===== config.mk =====
export PLATFORM = sky130hd
export DESIGN_NAME = capture_timer
export DESIGN_NICKNAME = d
export VERILOG_FILES = /design/src/rtl/tm_pkg.sv /design/src/rtl/tm_sync.sv /design/src/rtl/tm_tick_gen.sv /design/src/rtl/tm_cap_qual.sv /design/src/rtl/capture_timer.sv
export SDC_FILE = /design/constraint.sdc
export NUM_CORES = 1
export LEC_CHECK = 0
export ABC_AREA = 1
export BUFFER_PORTS_ARGS = -buffer_cell sky130_fd_sc_hd__buf_2
export CORE_AREA = 3 3 116 118
export DETAILED_ROUTE_END_ITERATION = 8
export DIE_AREA = 0 0 119 121
export GPL_ROUTABILITY_DRIVEN = 0
export SYNTH_ARGS = -nofsm -noshare
export SYNTH_HDL_FRONTEND = slang
export SYNTH_HIERARCHICAL = 1
export SYNTH_SLANG_ARGS = --single-unit
export TNS_END_PERCENT = 100

===== constraint.sdc =====
create_clock -name clk -period 2.4 [get_ports clk]
set_clock_uncertainty 0.1 [all_clocks]
set_input_delay 0.36 -clock clk [delete_from_list [all_inputs] [get_ports clk]]
set_output_delay 0.36 -clock clk [all_outputs]
set_load 0.01 [all_outputs]

===== src/rtl/tm_pkg.sv =====
package tm_pkg;
   typedef enum logic [1:0] {
      MODE_INTERVAL = 2'b00,
      MODE_CAP_RISE = 2'b01,
      MODE_CAP_FALL = 2'b10,
      MODE_CAP_BOTH = 2'b11
   } tm_mode_e;

   typedef enum logic [1:0] {
      SRC_DIV_A = 2'b00,
      SRC_DIV_B = 2'b01,
      SRC_DIV_C = 2'b10,
      SRC_EXT   = 2'b11
   } tm_src_e;

   localparam int CTL_PEND  = 0;
   localparam int CTL_EVTEN = 1;
   localparam int CTL_OVFEN = 2;
   localparam int CTL_CLR   = 3;
endpackage


===== src/rtl/tm_sync.sv =====
module tm_sync #(
   parameter int STAGES = 2
) (
   input  logic clk,
   input  logic rst_n,
   input  logic d,
   output logic q
);
   if (STAGES < 2) begin : g_bad_stages
      $error("tm_sync: STAGES must be at least 2");
   end

   logic [STAGES-1:0] chain_q;

   always_ff @(posedge clk or negedge rst_n) begin
      if (!rst_n) chain_q <= '0;
      else        chain_q <= {chain_q[STAGES-2:0], d};
   end

   assign q = chain_q[STAGES-1];
endmodule


===== src/rtl/tm_tick_gen.sv =====
module tm_tick_gen
   import tm_pkg::*;
#(
   parameter int DIV_LOG2_MIN = 2,
   parameter int SYNC_STAGES  = 2
) (
   input  logic    clk,
   input  logic    rst_n,
   input  tm_src_e src,
   input  logic    tog_pin,
   output logic    tick
);
   localparam int PRE_W = DIV_LOG2_MIN + 2;

   if (DIV_LOG2_MIN < 1) begin : g_bad_div
      $error("tm_tick_gen: DIV_LOG2_MIN must be at least 1");
   end

   logic [PRE_W-1:0] pre_q;
   logic [2:0]       rate_tick;
   logic             tog_s, tog_prev_q, tog_rise;

   always_ff @(posedge clk or negedge rst_n) begin
      if (!rst_n) pre_q <= '0;
      else        pre_q <= pre_q + 1'b1;
   end

   for (genvar g = 0; g < 3; g++) begin : g_rate
      assign rate_tick[g] = &pre_q[DIV_LOG2_MIN+g-1:0];
   end

   tm_sync #(.STAGES(SYNC_STAGES)) u_tog_sync (
      .clk  (clk),
      .rst_n(rst_n),
      .d    (tog_pin),
      .q    (tog_s)
   );

   always_ff @(posedge clk or negedge rst_n) begin
      if (!rst_n) tog_prev_q <= 1'b0;
      else        tog_prev_q <= tog_s;
   end

   assign tog_rise = tog_s & ~tog_prev_q;

   always_comb begin
      case (src)
         SRC_DIV_A: tick = rate_tick[0];
         SRC_DIV_B: tick = rate_tick[1];
         SRC_DIV_C: tick = rate_tick[2];
         default:   tick = tog_rise;
      endcase
   end
endmodule


===== src/rtl/tm_cap_qual.sv =====
module tm_cap_qual
   import tm_pkg::*;
#(
   parameter int SYNC_STAGES = 2
) (
   input  logic     clk,
   input  logic     rst_n,
   input  tm_mode_e mode,
   input  logic     cap_pin,
   output logic     cap_evt
);
   logic cap_s, cap_prev_q, rise, fall;

   tm_sync #(.STAGES(SYNC_STAGES)) u_cap_sync (
      .clk  (clk),
      .rst_n(rst_n),
      .d    (cap_pin),
      .q    (cap_s)
   );

   always_ff @(posedge clk or negedge rst_n) begin
      if (!rst_n) cap_prev_q <= 1'b0;
      else        cap_prev_q <= cap_s;
   end

   assign rise = cap_s & ~cap_prev_q;
   assign fall = ~cap_s & cap_prev_q;

   always_comb begin
      case (mode)
         MODE_CAP_RISE: cap_evt = rise;
         MODE_CAP_FALL: cap_evt = fall;
         MODE_CAP_BOTH: cap_evt = rise | fall;
         default:       cap_evt = 1'b0;
      endcase
   end
endmodule


===== src/rtl/capture_timer.sv =====
module capture_timer
   import tm_pkg::*;
#(
   parameter int CNT_W        = 16,
   parameter int ADDR_W       = 3,
   parameter int SYNC_STAGES  = 2,
   parameter int DIV_LOG2_MIN = 2
) (
   input  logic              clk,
   input  logic              rst_n,
   input  logic              bus_wr,
   input  logic [ADDR_W-1:0] bus_addr,
   input  logic [7:0]        bus_wdata,
   output logic [7:0]        bus_rdata,
   input  logic              cap_pin,
   input  logic              tog_pin,
   output logic              irq_ovf,
   output logic              irq_evt
);
   localparam int HI_W = CNT_W - 8;
   localparam logic [ADDR_W-1:0] A_CTRL = ADDR_W'(0);
   localparam logic [ADDR_W-1:0] A_DLO  = ADDR_W'(1);
   localparam logic [ADDR_W-1:0] A_DHI  = ADDR_W'(2);
   localparam logic [ADDR_W-1:0] A_CLO  = ADDR_W'(3);
   localparam logic [ADDR_W-1:0] A_CHI  = ADDR_W'(4);

   if (CNT_W < 9 || CNT_W > 16) begin : g_bad_width
      $error("capture_timer: CNT_W must lie in 9..16");
   end
   if (ADDR_W < 3) begin : g_bad_addr
      $error("capture_timer: ADDR_W must be at least 3");
   end

   tm_src_e          src_q;
   tm_mode_e         mode_q;
   logic             ovf_en_q, evt_en_q, pend_q, irq_ovf_q;
   logic [CNT_W-1:0] cnt_q, cnt_d, data_q, data_d;
   logic             tick, cap_evt, ctrl_wr, cnt_clr, match, ovf_evt, evt_set;

   tm_tick_gen #(.DIV_LOG2_MIN(DIV_LOG2_MIN), .SYNC_STAGES(SYNC_STAGES)) u_tick (
      .clk    (clk),
      .rst_n  (rst_n),
      .src    (src_q),
      .tog_pin(tog_pin),
      .tick   (tick)
   );

   tm_cap_qual #(.SYNC_STAGES(SYNC_STAGES)) u_cap (
      .clk    (clk),
      .rst_n  (rst_n),
      .mode   (mode_q),
      .cap_pin(cap_pin),
      .cap_evt(cap_evt)
   );

   assign ctrl_wr = bus_wr && (bus_addr == A_CTRL);
   assign cnt_clr = ctrl_wr && bus_wdata[CTL_CLR];
   assign match   = (mode_q == MODE_INTERVAL) && (cnt_q == data_q);
   assign ovf_evt = tick && !cnt_clr && !match && (cnt_q == '1);
   assign evt_set = cap_evt || (tick && match && !cnt_clr);

   always_comb begin
      cnt_d = cnt_q;
      if (cnt_clr)    cnt_d = '0;
      else if (tick)  cnt_d = match ? '0 : cnt_q + 1'b1;
   end

   always_comb begin
      data_d = data_q;
      if (cap_evt) begin
         data_d = cnt_q;
      end else if (bus_wr) begin
         if (bus_addr == A_DLO) data_d[7:0]       = bus_wdata;
         if (bus_addr == A_DHI) data_d[CNT_W-1:8] = bus_wdata[HI_W-1:0];
      end
   end

   always_ff @(posedge clk or negedge rst_n) begin
      if (!rst_n) begin
         src_q     <= SRC_DIV_A;
         mode_q    <= MODE_INTERVAL;
         ovf_en_q  <= 1'b0;
         evt_en_q  <= 1'b0;
         pend_q    <= 1'b0;
         cnt_q     <= '0;
         data_q    <= '0;
         irq_ovf_q <= 1'b0;
      end else begin
         if (ctrl_wr) begin
            src_q    <= tm_src_e'(bus_wdata[7:6]);
            mode_q   <= tm_mode_e'(bus_wdata[5:4]);
            ovf_en_q <= bus_wdata[CTL_OVFEN];
            evt_en_q <= bus_wdata[CTL_EVTEN];
         end
         if (evt_set)                             pend_q <= 1'b1;
         else if (ctrl_wr && !bus_wdata[CTL_PEND]) pend_q <= 1'b0;
         cnt_q     <= cnt_d;
         data_q    <= data_d;
         irq_ovf_q <= ovf_evt && ovf_en_q;
      end
   end

   always_comb begin
      case (bus_addr)
         A_CTRL:  bus_rdata = {src_q, mode_q, 1'b0, ovf_en_q, evt_en_q, pend_q};
         A_DLO:   bus_rdata = data_q[7:0];
         A_DHI:   bus_rdata = 8'(data_q[CNT_W-1:8]);
         A_CLO:   bus_rdata = cnt_q[7:0];
         A_CHI:   bus_rdata = 8'(cnt_q[CNT_W-1:8]);
         default: bus_rdata = 8'h00;
      endcase
   end

   assign irq_ovf = irq_ovf_q;
   assign irq_evt = pend_q && evt_en_q;

   assert_clear_R7: assert property (@(posedge clk) disable iff (!rst_n)
      cnt_clr |=> (cnt_q == '0));

   assert_match_restart_R4: assert property (@(posedge clk) disable iff (!rst_n)
      (tick && !cnt_clr && mode_q == MODE_INTERVAL && cnt_q == data_q) |=> (cnt_q == '0 && pend_q));

   assert_capture_latch_R5: assert property (@(posedge clk) disable iff (!rst_n)
      cap_evt |=> (pend_q && data_q == $past(cnt_q)));

   assert_pend_sticky_R8: assert property (@(posedge clk) disable iff (!rst_n)
      (pend_q && !(ctrl_wr && !bus_wdata[CTL_PEND])) |=> pend_q);

   assert_run_on_R6: assert property (@(posedge clk) disable iff (!rst_n)
      (tick && !cnt_clr && mode_q != MODE_INTERVAL) |=> (cnt_q == CNT_W'($past(cnt_q) + 1'b1)));

   assert_ovf_single_R10: assert property (@(posedge clk) disable iff (!rst_n)
      irq_ovf |=> !irq_ovf);

   assert_ovf_at_zero_R10: assert property (@(posedge clk) disable iff (!rst_n)
      irq_ovf |-> (cnt_q == '0));
endmodule


==> run_results.csv <==
group,metric,value,unit
run_status,run_status,"finished clean",
final_layout,antenna-diode-count,0,
sta,max_slew_violation_count,0,
drt,remaining_drc_errors,0,
synth,post-synth-top-count-cell,"sky130_fd_sc_hd__nand2_1",
sta,min_period,2.028,ns
final_layout,syn_to_final_growth,14.37,%
final_layout,multi_input_comb_area,1509,µm²
synth,ys_warn_count,6,
synth,netlist_area,3082,µm²
synth,post_synth_inst_count,426,
critical_path,cpMaxStageDelayCell,"sky130_fd_sc_hd__nor3_2",
sta,hold_viol,0,
critical_path,worstSetupStartpointType,"primary input",
synth,ys_top_cells_by_area,"sky130_fd_sc_hd__dfrtp_1 (41%), sky130_fd_sc_hd__nand2_1 (17%), sky130_fd_sc_hd__inv_1 (6.0%)",
critical_path,cp_num_buf_inv,3,
placement,portBuffers,25,
grt,vias_in_the_first_global_route,2673,
clock_tree,worst_setup_hold_path_clk_slew,0.07,ns
synth,synth_top_cell_area_share,40.60,%
drt,routed_via_density,4.548,
synth,yosysUniqueCellTypes,32,
clock_tree,clk-insertion-delay-late,0.29,ns
die,die_width,119,µm
critical_path,reg2regPathDepth,9,
critical_path,cp_top_family,"buffers and inverters",
drt,avgRoutedWirePerCell,13.64,µm
worst_hold_path,min_delay_path_depth,1,
worst_hold_path,min-delay-path-class,"primary input to flip-flop",
sta,final.hold.worst_slack,0.06526,ns
run,timing.max_cap.violations,0,
sta,timing.final.setup_violations,0,
grt,grt_start_max_net_pins,29,
placement,dp_cells,613,
clock_tree,postCtsResizedCells,0,
placement,place_hpwl,6583,µm
clock_tree,cts_tree,"done",
synth,synth_top_cells_by_count,"sky130_fd_sc_hd__nand2_1 (137), sky130_fd_sc_hd__dfrtp_1 (50), sky130_fd_sc_hd__inv_1 (49), sky130_fd_sc_hd__o21ai_0 (36), sky130_fd_sc_hd__nor2_1 (31)",
clock_tree,cts-htree-levels,2,
clock_tree,clock_tree.root_cell,"sky130_fd_sc_hd__clkbuf_16",
synth,ys_seq_area_share,40.60,%
drt,firstDrtPassIters,4,
clock_tree,tritoncts.num_buffers,5,
grt,groute.usage.overall,11.85,%
final_layout,final-instance-count-excl-fill,622,
synth,synth_seq_cells,50,
grt,grt_first_pass_wirelength,13820,µm
power_and_ir_drop,total_leakage_power,1.738,nW
drt,ant_nets,0,
sta,setup_tns,0,ns
drt,num_vias,2829,
synth,synth-async-reset-ratio,100.0,%
grt,overflow,0,
synth,synthesis.area_per_instance,7.234,µm²
grt,grt_antenna_before_repair,0,
critical_path,cp_slowest_stage_delay,0.31,ns
synth,synthDominantAreaCellType,"sky130_fd_sc_hd__dfrtp_1",
final_layout,number_of_nets_in_the_finished_design,471,
final_layout,layout-drive-gt1-share,14.22,%
die,core-area,12570,µm²
sta,setup_repair_after_global_routing_missed_its_margin,"no",
power_and_ir_drop,max-vdd-ir-drop,0.2812,mV
sta,tcrit_tclk_final,84.50,%
final_layout,filler_cell_count,1381,
die,floorplan.initialDensity,24.52,%
final_layout,ff_latch_area,1251,µm²
critical_path,critical-path-top-cell-by-count,"sky130_fd_sc_hd__buf_2",
critical_path,worstPathCellList,"buf_2 > nor3_2 > inv_1 > o21ai_0 > a21oi_1 > o211ai_1 > buf_2",
synth,synth_fp_nets,448,
synth,ys.flop_type,"sky130_fd_sc_hd__dfrtp_1",
drt,dr.first_iter.drc_count,273,
critical_path,critical_path.max_fanout,7,
synth,post_synth_edffs,0,
drt,route.final.wire_length,8481,µm
critical_path,setup.worst_path.class,"primary input to primary output",
critical_path,critPathArrivalTime,1.57,ns
critical_path,path_depth,7,
die,num_io_pins,26,
die,std_cell_rows,41,
clock_tree,post_cts.repair.setup_buffers,0,
clock_tree,clock-sinks,50,
die,die_h,121,µm
critical_path,timing.critical_path.to_type,"primary output",
die,die_ar,14400,µm²
clock_tree,max-clock-path-buffers,2,
sta,max_slew_margin,60.07,%
power_and_ir_drop,power.density,788.4,nW/µm²
sta,transition_time_of_the_tightest_slew_check_pin,0.5990,ns
sta,max_clock_freq,493.1,MHz
critical_path,worst-endpoint-required,1.94,ns
[cells in the final DEF, fill, tap and decap left out, types with 2 or more instances in the layout]
master | netlist | layout
sky130_fd_sc_hd__o21ai_0 | 36 | 36
sky130_fd_sc_hd__inv_2 | 8 | 8
sky130_fd_sc_hd__xnor2_1 | 5 | 5
sky130_fd_sc_hd__nand3_1 | 29 | 29
sky130_fd_sc_hd__nand2_1 | 137 | 137
sky130_fd_sc_hd__o22ai_1 | 7 | 7
sky130_fd_sc_hd__nor2_1 | 31 | 31
sky130_fd_sc_hd__a21oi_1 | 21 | 21
sky130_fd_sc_hd__buf_4 | 4 | 4
sky130_fd_sc_hd__inv_1 | 49 | 49
sky130_fd_sc_hd__buf_2 | 4 | 25
sky130_fd_sc_hd__nand3_2 | 6 | 6
sky130_fd_sc_hd__xor2_1 | 7 | 7
sky130_fd_sc_hd__nor3_1 | 2 | 2
sky130_fd_sc_hd__dfrtp_1 | 50 | 50
sky130_fd_sc_hd__ha_1 | 6 | 6
sky130_fd_sc_hd__clkbuf_16 | 0 | 5
sky130_fd_sc_hd__nor2_2 | 6 | 6
[kinds of logic (layout without fill, tap and decap cells)]
kind of cell / after synthesis / after routing / synth area share [%]
xor+xnor: 12 / 12 / 3.410
fa+ha+maj: 6 / 6 / 2.436
simple gates: 218 / 218 / 31.10
compound gates: 68 / 68 / 12.02
flops: 50 / 50 / 40.60
buf+inv: 72 / 96 / 10.43
[per-stage QoR]
step	worst slack (ns)	instance area (µm²)	power, mW	util, %
2_1_floorplan	0.6073	3082	1.798	-
3_3_place_gp	0.3686	3364	2.033	26.77
3_5_place_dp	0.4077	3364	2.051	26.77
4_1_cts	0.3991	3525	2.787	28.04
5_1_grt	0.2613	3525	2.963	28.04
6_report	0.3719	3525	2.779	28.04
[power breakdown]
part / leakage [nW] / internal [mW] / switching, mW / total (mW)
combinational: 1.03 / 0.307 / 0.487 / 0.794
clock: 0.0704 / 0.393 / 0.342 / 0.735
sequential: 0.640 / 1.02 / 0.226 / 1.25
[sequential cells by signal (all words and copies together), names as in the netlist]
signal	cells
cnt_q	16
data_q	16
u_tick/pre_q	4
mode_q	2
src_q	2
u_cap/u_cap_sync/chain_q	2
u_tick/u_tog_sync/chain_q	2
evt_en_q	1
irq_ovf	1
ovf_en_q	1
pend_q	1
u_cap/cap_prev_q	1
u_tick/tog_prev_q	1
[layout make-up]
cell class	count	share of cell area [%]
multi-input combinational	304	42.81
sequential	50	35.50
tap	172	6.106
inverter	57	6.070
timing repair buffer	31	5.254
clock buffer	5	3.550
clock inverter	3	0.7100
[worst paths after layout]
check	startpoint	to	slack (ns)
max in group asynchronous	rst_n	cnt_q[12]$_DFFE_PN0P_	1.15
worst min-delay path	tog_pin	u_tick/u_tog_sync/chain_q[0]$_DFF_PN0_	0.07
worst min register to register	u_cap/u_cap_sync/chain_q[0]$_DFF_PN0_	u_cap/u_cap_sync/chain_q[1]$_DFF_PN0_	0.25
min in group asynchronous	rst_n	evt_en_q$_DFFE_PN0N_	0.50
worst max register to register	u_cap/u_cap_sync/chain_q[1]$_DFF_PN0_	data_q[1]$_DFFE_PN0P_	0.47
worst max-delay path	bus_addr[2]	bus_rdata[2]	0.37
[what timing repair did]
item | 4_1_cts | 5_1_grt
hold buffers | 1 | 0
endpoints found under the hold margin | 22 | 0
endpoints found under the setup margin | 0 | 0
[per-layer routing]
| layer | GRT usage [%] | up-vias | wire [µm] |
|---|---|---|---|
| met1 | 17.41 | 1322 | 4097 |
| li1 | - | 1395 | - |
| met2 | 18.51 | 99 | 3661 |
| met5 | 0 | - | 0 |
| met3 | 2.051 | 13 | 635 |
| met4 | 1.955 | 0 | 87 |
(Power assumes the default switching activity.)
